<file path="src/rtl/bsram_pkg.sv">
package bsram_pkg;
  typedef enum logic [2:0] {
    CMD_DESEL    = 3'd0,
    CMD_START_RD = 3'd1,
    CMD_START_WR = 3'd2,
    CMD_CONT     = 3'd3,
    CMD_HOLD     = 3'd4
  } cmd_e;
endpackage

</file>
<file path="src/rtl/bsram_lane_mask.sv">
module bsram_lane_mask #(
  parameter int MAX_LANES  = 4,
  parameter int USED_LANES = 4
) (
  input  logic                 all_wr_n_i,
  input  logic                 byte_wr_n_i,
  input  logic [MAX_LANES-1:0] byte_sel_n_i,
  output logic [MAX_LANES-1:0] mask_o
);
  // Present lanes follow the write controls; absent lanes are tied off.
  for (genvar g = 0; g < MAX_LANES; g++) begin : g_lane
    if (g < USED_LANES) begin : g_used
      assign mask_o[g] = ~all_wr_n_i | (~byte_wr_n_i & ~byte_sel_n_i[g]);
    end else begin : g_absent
      assign mask_o[g] = 1'b0;
    end
  end
endmodule

</file>
<file path="src/rtl/bsram_cmd_decode.sv">
module bsram_cmd_decode
  import bsram_pkg::*;
#(
  parameter int MAX_LANES  = 4,
  parameter int USED_LANES = 4
) (
  input  logic                 cs_n_i,
  input  logic                 cs_i,
  input  logic                 strb_proc_n_i,
  input  logic                 strb_ctl_n_i,
  input  logic                 adv_n_i,
  input  logic                 all_wr_n_i,
  input  logic                 byte_wr_n_i,
  input  logic [MAX_LANES-1:0] byte_sel_n_i,
  output cmd_e                 cmd_o,
  output logic [MAX_LANES-1:0] lane_mask_o
);
  logic sel_both;

  bsram_lane_mask #(
    .MAX_LANES (MAX_LANES),
    .USED_LANES(USED_LANES)
  ) u_mask (
    .all_wr_n_i  (all_wr_n_i),
    .byte_wr_n_i (byte_wr_n_i),
    .byte_sel_n_i(byte_sel_n_i),
    .mask_o      (lane_mask_o)
  );

  assign sel_both = ~cs_n_i & cs_i;

  // Priority: processor strobe start, controller strobe start,
  // deselect forms, then continue or suspend.
  always_comb begin
    if (sel_both && !strb_proc_n_i) begin
      cmd_o = CMD_START_RD;
    end else if (sel_both && !strb_ctl_n_i) begin
      cmd_o = (|lane_mask_o) ? CMD_START_WR : CMD_START_RD;
    end else if (!strb_ctl_n_i) begin
      cmd_o = CMD_DESEL;
    end else if (!cs_n_i && !strb_proc_n_i) begin
      cmd_o = CMD_DESEL;
    end else if (adv_n_i) begin
      cmd_o = CMD_HOLD;
    end else begin
      cmd_o = CMD_CONT;
    end
  end
endmodule

</file>
<file path="src/rtl/bsram_burst_addr.sv">
module bsram_burst_addr #(
  parameter int ADDR_W = 19
) (
  input  logic              clk_i,
  input  logic              rst_i,
  input  logic              load_i,
  input  logic              step_i,
  input  logic              order_i,
  input  logic [ADDR_W-1:0] addr_i,
  output logic [ADDR_W-1:0] cur_addr_o,
  output logic [ADDR_W-1:0] nxt_addr_o
);
  localparam int CNT_W = 2;

  logic [ADDR_W-1:0] base_q;
  logic [CNT_W-1:0]  cnt_q;
  logic [CNT_W-1:0]  cnt_nxt;

  function automatic logic [CNT_W-1:0] beat_lo(
    input logic [CNT_W-1:0] seed,
    input logic [CNT_W-1:0] beat,
    input logic             ilv
  );
    return ilv ? (seed ^ beat) : CNT_W'(seed + beat);
  endfunction

  assign cnt_nxt = CNT_W'(cnt_q + 1'b1);

  always_ff @(posedge clk_i) begin
    if (rst_i) begin
      base_q <= '0;
      cnt_q  <= '0;
    end else if (load_i) begin
      base_q <= addr_i;
      cnt_q  <= '0;
    end else if (step_i) begin
      cnt_q  <= cnt_nxt;
    end
  end

  assign cur_addr_o = {base_q[ADDR_W-1:CNT_W], beat_lo(base_q[CNT_W-1:0], cnt_q, order_i)};
  assign nxt_addr_o = {base_q[ADDR_W-1:CNT_W], beat_lo(base_q[CNT_W-1:0], cnt_nxt, order_i)};
endmodule

</file>
<file path="src/rtl/bsram_cmd_ctrl.sv">
module bsram_cmd_ctrl
  import bsram_pkg::*;
#(
  parameter int ADDR_W     = 19,
  parameter int MAX_LANES  = 4,
  parameter int USED_LANES = 4
) (
  input  logic                 clk_i,
  input  logic                 rst_i,
  input  logic                 cs_n_i,
  input  logic                 cs_i,
  input  logic                 strb_proc_n_i,
  input  logic                 strb_ctl_n_i,
  input  logic                 adv_n_i,
  input  logic                 all_wr_n_i,
  input  logic                 byte_wr_n_i,
  input  logic [MAX_LANES-1:0] byte_sel_n_i,
  input  logic [ADDR_W-1:0]    addr_i,
  input  logic                 order_sel_i,
  output logic [ADDR_W-1:0]    arr_addr_o,
  output logic [MAX_LANES-1:0] we_o,
  output logic                 rd_o,
  output logic                 desel_o
);
  cmd_e                 cmd_raw;
  cmd_e                 cmd_eff;
  logic [MAX_LANES-1:0] lane_mask;
  logic [ADDR_W-1:0]    cur_addr;
  logic [ADDR_W-1:0]    nxt_addr;
  logic                 active_q;
  logic                 wr_q;

  bsram_cmd_decode #(
    .MAX_LANES (MAX_LANES),
    .USED_LANES(USED_LANES)
  ) u_dec (
    .cs_n_i       (cs_n_i),
    .cs_i         (cs_i),
    .strb_proc_n_i(strb_proc_n_i),
    .strb_ctl_n_i (strb_ctl_n_i),
    .adv_n_i      (adv_n_i),
    .all_wr_n_i   (all_wr_n_i),
    .byte_wr_n_i  (byte_wr_n_i),
    .byte_sel_n_i (byte_sel_n_i),
    .cmd_o        (cmd_raw),
    .lane_mask_o  (lane_mask)
  );

  // A continue or suspend with no burst in flight falls back to deselect.
  always_comb begin
    cmd_eff = cmd_raw;
    if ((cmd_raw == CMD_CONT || cmd_raw == CMD_HOLD) && !active_q) begin
      cmd_eff = CMD_DESEL;
    end
  end

  bsram_burst_addr #(
    .ADDR_W(ADDR_W)
  ) u_burst (
    .clk_i     (clk_i),
    .rst_i     (rst_i),
    .load_i    (cmd_eff == CMD_START_RD || cmd_eff == CMD_START_WR),
    .step_i    (cmd_eff == CMD_CONT),
    .order_i   (order_sel_i),
    .addr_i    (addr_i),
    .cur_addr_o(cur_addr),
    .nxt_addr_o(nxt_addr)
  );

  always_ff @(posedge clk_i) begin
    if (rst_i) begin
      active_q   <= 1'b0;
      wr_q       <= 1'b0;
      arr_addr_o <= '0;
      we_o       <= '0;
      rd_o       <= 1'b0;
      desel_o    <= 1'b1;
    end else begin
      case (cmd_eff)
        CMD_START_RD: begin
          active_q   <= 1'b1;
          wr_q       <= 1'b0;
          arr_addr_o <= addr_i;
          we_o       <= '0;
          rd_o       <= 1'b1;
          desel_o    <= 1'b0;
        end
        CMD_START_WR: begin
          active_q   <= 1'b1;
          wr_q       <= 1'b1;
          arr_addr_o <= addr_i;
          we_o       <= lane_mask;
          rd_o       <= 1'b0;
          desel_o    <= 1'b0;
        end
        CMD_CONT, CMD_HOLD: begin
          arr_addr_o <= (cmd_eff == CMD_CONT) ? nxt_addr : cur_addr;
          we_o       <= wr_q ? lane_mask : '0;
          rd_o       <= ~wr_q;
          desel_o    <= 1'b0;
        end
        default: begin
          active_q   <= 1'b0;
          we_o       <= '0;
          rd_o       <= 1'b0;
          desel_o    <= 1'b1;
        end
      endcase
    end
  end
endmodule

</file>
<file path="config.mk">
export PLATFORM = sky130hd
export DESIGN_NAME = bsram_cmd_ctrl
export DESIGN_NICKNAME = d
export VERILOG_FILES = /design/src/rtl/bsram_pkg.sv /design/src/rtl/bsram_lane_mask.sv /design/src/rtl/bsram_cmd_decode.sv /design/src/rtl/bsram_burst_addr.sv /design/src/rtl/bsram_cmd_ctrl.sv
export SDC_FILE = /design/constraint.sdc
export NUM_CORES = 1
export LEC_CHECK = 0
export ABC_CLOCK_PERIOD_IN_PS = 1300
export BUFFER_PORTS_ARGS = -buffer_cell sky130_fd_sc_hd__buf_2
export CAP_MARGIN = 20
export CELL_PAD_IN_SITES_DETAIL_PLACEMENT = 0
export CELL_PAD_IN_SITES_GLOBAL_PLACEMENT = 1
export CORE_MARGIN = 1.5
export CORE_UTILIZATION = 33
export DETAILED_ROUTE_END_ITERATION = 7
export GPL_ROUTABILITY_DRIVEN = 0
export HOLD_SLACK_MARGIN = 0.08
export PLACE_DENSITY_LB_ADDON = 0.25
export SYNTH_ARGS = -nofsm -noshare
export SYNTH_HDL_FRONTEND = slang
export SYNTH_SLANG_ARGS = --single-unit
</file>
<file path="constraint.sdc">
create_clock -name clk_i -period 1.3 [get_ports clk_i]
set_input_delay 0.325 -clock clk_i [delete_from_list [all_inputs] [get_ports clk_i]]
set_output_delay 0.325 -clock clk_i [all_outputs]
set_load 0.05 [all_outputs]
</file>
Word-level counts from Yosys, hierarchy flattened:

Index checks and enable logic that the tools add are counted.

* add/sub/neg operators: 3
* eq/ne operators: 6
* mux-type cells: 17
* bitwise gates (word level): 19
* reduce and logical (&&, ||, !) cells: 17

Operator list (number)
* $pmux W19 S2: 1
* $mux W3: 6
* $eq A3 B2 Y1 const B: 3
* $mux W2: 4
* $not A1 Y1: 8
* $pmux W4 S2: 1
* $reduce_or A4 Y1: 2
* $eq A3 B3 Y1 const B: 2
* $pmux W1 S2: 3
* $reduce_or A2 Y1: 3
* $and A1 B1 Y1: 5
* $add A2 B2 Y2: 2
* $logic_and A1 B1 Y1: 4
* $logic_not A1 Y1: 4
* $mux W4: 1
* $or A1 B1 Y1: 4
* $reduce_bool A2 Y1: 2
* $xor A2 B2 Y2: 2
* $eq A3 B1 Y1 const B: 1
* $add A2 B1 Y2 const B: 1
* $logic_or A1 B1 Y1: 2
* $mux W1: 1

* bits in registers: 48
* input port bits: 33
* output and inout port bits: 25
* word-level logic and storage cells: 70

Longest topological paths before layout:

* depth after elaboration: 14
* mapped depth: 6
* gate-level depth less buffers: 6

By module:

From an unflattened synthesis, not the netlist that was laid out.

* cell total of the unflattened synthesis: 293
* area, all modules: 2760.1 µm²

Modules (own cells, without submodules)
* bsram_cmd_ctrl: times used 1, cells each 167, area an instance 1562.7 µm², sequential area each 540.5 µm²
* bsram_burst_addr: times used 1, cells each 112, area an instance 1096.1 µm², sequential area each 420.4 µm²
* bsram_cmd_decode: times used 1, cells each 10, area an instance 81.3 µm², sequential area each 0.0 µm²
* bsram_lane_mask: times used 1, cells each 4, area an instance 20.0 µm², sequential area each 0.0 µm²

Worst setup path before layout:

Ideal clock, no wire load.

* kind: reg-to-reg
* from: reg arr_addr_o[1] (netlist name)
* to: reg arr_addr_o[1]
* library setup time: 79 ps
* arrival: 1330 ps
* required time: 1221 ps
* slack: -109 ps
* stages on the path, launching flop included: 4
* buffers on the path: 0
* clock period less this slack: 1409 ps
* cell sequence: dfxtp_1 > nor2_1 > or4_1 > a22oi_1

RTL lines
* to (signal assigned): RTL line bsram_cmd_ctrl.sv:83 `arr_addr_o <= addr_i;`
* to (signal assigned): RTL line bsram_cmd_ctrl.sv:91 `arr_addr_o <= addr_i;`
* to (signal assigned): RTL line bsram_cmd_ctrl.sv:97 `arr_addr_o <= (cmd_eff == CMD_CONT) ? nxt_addr : cur_addr;`
* to (decl): RTL line bsram_cmd_ctrl.sv:20 `output logic [ADDR_W-1:0] arr_addr_o,`

Worst setup path after layout:

* from: reg u_burst.cnt_q[0]
* to: reg arr_addr_o[1]

* cells in the longest elaborated chain, start to end: 5
* elaborated cells between the ends (all ways): 8
* those cells by class: add/sub: 3; mux: 4; bitwise: 1

Ends and longest elaborated chain
* from (decl): RTL line bsram_burst_addr.sv:16 `logic [CNT_W-1:0] cnt_q;`
* from (signal assigned): RTL line bsram_burst_addr.sv:37 `cnt_q <= cnt_nxt;`
* $add A2 B1 Y2: RTL line bsram_burst_addr.sv:27 `assign cnt_nxt = CNT_W'(cnt_q + 1'b1);`
* $add A2 B2 Y2 or $xor A2 B2 Y2 (tied branches): RTL line bsram_burst_addr.sv:24 `return ilv ? (seed ^ beat) : CNT_W'(seed + beat);`
* $mux W2: RTL line bsram_burst_addr.sv:24
* $mux W2 *: RTL line bsram_cmd_ctrl.sv:97
* $pmux W19 S2 *: RTL line bsram_cmd_ctrl.sv:79 `case (cmd_eff)`

Every way passes the cells marked *; elsewhere a longest branch is shown, timed or not.
A chain may end at the register's enable or synchronous reset.

==> impl_metrics.env <==
export IMPL_outcome="finished clean"
export IMPL_worstReg2RegEnd="arr_addr_o[1]"
export IMPL_grt_usage=0.151
export IMPL_post_synthesis_cell_area_mm2=0.00188
export IMPL_flow_area_growth_from_synthesis_pct=34.6
export IMPL_critical_path_class="register to register"
export IMPL_timing_hold_worst_class="input port to register"
export IMPL_ctsLongestPathBuffers=2
export IMPL_worstSetupStartpoint="u_burst.cnt_q[0]"
export IMPL_synth_cells=224
export IMPL_worst_path_buf_inv=0
export IMPL_drt_pass1_iterations=4
export IMPL_post_route_util=0.459
export IMPL_grt_overflow_total=0
export IMPL_worst_ep_required_time_ns=1.48
export IMPL_rows=27
export IMPL_design_power_total_mw=2.90
export IMPL_startpoint_of_the_worst_slack_reg_to_reg_timing_path="u_burst.cnt_q[0]"
export IMPL_fp_dieArea_mm2=0.00615
export IMPL_synth_seq_area_share=0.512
export IMPL_ff2ff_path_depth=5
export IMPL_post_route_drc=0
export IMPL_drt_first_iter_violations=40
export IMPL_min_period_ns=1.25
export IMPL_synth_enable_flop_cells=0
export IMPL_synth_yosys_warnings=0
export IMPL_synth_seq_cells=48
export IMPL_cts_sinks=48
export IMPL_grt_busiest_layer="met2"
export IMPL_placed_wire_length_estimate_after_detailed_placement_um=3050
export IMPL_pre_cts_slack_ns=-0.162
export IMPL_cts_root_buffer_cell="sky130_fd_sc_hd__clkbuf_8"
export IMPL_n_antenna_cell=0
export IMPL_pin_count_of_the_biggest_net_entering_global_routing=31
export IMPL_synth_cells_most_frequent="sky130_fd_sc_hd__nand2_1, sky130_fd_sc_hd__dfxtp_1, sky130_fd_sc_hd__a21oi_1"
export IMPL_timing_clock_skew_ns=0.00488
export IMPL_final_max_slew_viol_count=0
export IMPL_io_pins=58
export IMPL_chipHeight_um=78.4
export IMPL_crit_family="flip-flops"
export IMPL_groute_layer_met3_usage=0.0326
export IMPL_multi_input_gate_area_um2=881
export IMPL_numCtsBuffers=5
export IMPL_p_leak_nw=1.04
export IMPL_first_global_vias=1617
export IMPL_vdd_ir_drop_worst_uv=611
export IMPL_worst_skew_pair_late_latency_ns=0.29
export IMPL_crit_path_cell_trace="ha_4 -> and3b_1 -> a211oi_2 -> xnor2_1 -> a22oi_1"
export IMPL_synth_nets=259
export IMPL_post_drt_via_cell_ratio=4.66
export IMPL_io_buffer_count=57
export IMPL_clock_tree_from_tritoncts="yes"
export IMPL_cpMaxStageDelayCell="sky130_fd_sc_hd__dfxtp_4"
export IMPL_finish_net_count=332
export IMPL_layout_area_seq_um2=968
export IMPL_synth_async_reset_ratio=0
export IMPL_setup_total_negative_slack_ns=0
export IMPL_rsz0062_at_grt="true"
export IMPL_wire_per_inst_um=12.0
export IMPL_timing_critical_path_to="arr_addr_o[1]"
export IMPL_core_mm2=0.00551
export IMPL_synth_cell_types=32
export IMPL_postSynth_topFlopCell="sky130_fd_sc_hd__dfxtp_1"
export IMPL_via_count=1724
export IMPL_power_density_mw_per_mm2=1150
export IMPL_drive_gt1_frac=0.329
export IMPL_maximum_level_of_the_cts_h_tree=2
export IMPL_worstPathArrival_ns=1.43
export IMPL_reg2reg_slack_ns=0.05
export IMPL_global_route_usage_met1=0.194
export IMPL_floorplan_die_width_um=78.4
export IMPL_final_period_utilization=0.962
export IMPL_timing_max_slew_rel_slack=0.741
export IMPL_worst_pin_slew_ns=0.389
export IMPL_initial_utilization=0.341
export IMPL_setup_ws_ns=0.0497
export IMPL_max_freq_mhz=800
export IMPL_finalSetupViolCount=0
export IMPL_path_depth=5
export IMPL_post_synth_top_area_cell="sky130_fd_sc_hd__dfxtp_1"
export IMPL_post_synth_cell_area_avg_um2=8.38
export IMPL_final_hold_violation_count=0
export IMPL_synthDominantCellAreaShare=0.512
export IMPL_antenna_violating_nets_post_route=0
export IMPL_slowest_delay_ns=0.38
export IMPL_hold_buffers=0
export IMPL_final_fill_count=570
export IMPL_critical_path_max_fanout=4
export IMPL_worstSetupStartpointType="register"
export IMPL_antenna_found_initial=0
export IMPL_timing_critical_path_to_type="register"
export IMPL_max_cap_violations=0
export IMPL_most_common_cell_in_the_netlist="sky130_fd_sc_hd__nand2_1"
export IMPL_first_pass_grt_wire_length_um=7220
export IMPL_ys_top_cells_by_area="sky130_fd_sc_hd__dfxtp_1, sky130_fd_sc_hd__nand2_1, sky130_fd_sc_hd__a31oi_1"
export IMPL_finalWirelength_um=4440
export IMPL_groute_layer_met2_usage=0.244
export IMPL_worst_setup_hold_path_clk_slew_ns=0.08
report_power, final:
| part | switching, mW | internal [mW] |
|---|---|---|
| combinational | 0.277 | 0.165 |
| sequential | 0.0297 | 1.53 |
| clock | 0.471 | 0.434 |
| total | 0.778 | 2.13 |
through the flow:
stage	instances	hold slack (ns)	area, um2
final	370	0.271	2530
after global placement	361	0.442	2380
after floorplan	224	0.437	1880
after detailed placement	361	0.447	2380
after global routing	370	0.292	2530
after CTS	370	0.263	2500
flip-flops by register name, summed over array words and instances, names as in the netlist:
register	flops
arr_addr_o	19
u_burst.base_q	19
we_o	4
u_burst.cnt_q	2
active_q	1
desel_o	1
rd_o	1
wr_q	1
repair_timing:
item / CTS / global route
pin swaps: 4 / 5
gates resized for setup: 5 / 7
gates cloned: 0 / 0
setup endpoints to repair: 1 / 1
buffers inserted: 1 / 0
cell usage in the layout, fill, tap and decap left out, drive strengths merged, types with 2 or more instances in the layout:
master / Yosys / final
a21oi: 23 / 23
ha: 2 / 2
buf: 7 / 79
inv: 2 / 2
a32oi: 2 / 2
nand2: 77 / 77
nor2b: 2 / 2
xnor2: 4 / 4
nor2: 8 / 8
nor3: 7 / 7
dfxtp: 48 / 48
o21a: 5 / 5
a31oi: 18 / 18
clkbuf: 6 / 8
worst min path at each step:
| stage | cells past startpoint | endpoint | startpoint |
|---|---|---|---|
| CTS | 3 | u_burst.base_q[1] | addr_i[1] |
| global placement | 2 | u_burst.base_q[9] | u_burst.base_q[9] |
| detailed placement | 2 | u_burst.base_q[5] | u_burst.base_q[5] |
| global route | 3 | u_burst.base_q[1] | addr_i[1] |
| floorplan | 2 | u_burst.base_q[10] | u_burst.base_q[10] |
| finish | 3 | u_burst.base_q[1] | addr_i[1] |
per-layer routing:
layer,vias to the layer above,wire length (um)
met5,-,0
met4,0,70
met3,6,196
met2,32,2000
met1,781,2180
li1,905,-
cell type report:
| type | instances | area share |
|---|---|---|
| flip-flops and latches | 48 | 0.383 |
| multi-input cells | 161 | 0.349 |
| repair buffers | 79 | 0.193 |
| clock buffers | 8 | 0.0356 |
| well taps | 72 | 0.0356 |
| inverters | 2 | 0.00396 |
worst min-delay path, delay by kind of cell:
kind                   cells  cell delay [ns]
AOI/OAI and AO/OA          1             0.05
buffers and inverters      1             0.11
and+or+nand+nor            1             0.05
cell families (layout without fill, tap and decap cells):
logic type	after synthesis	after routing	share of synthesized area
simple gates	101	101	0.223
buf+inv	15	89	0.0433
fa+ha+maj	2	2	0.0133
xor+xnor	5	5	0.0233
compound gates	53	53	0.185
flops	48	48	0.512
(Power assumes the default switching activity.)
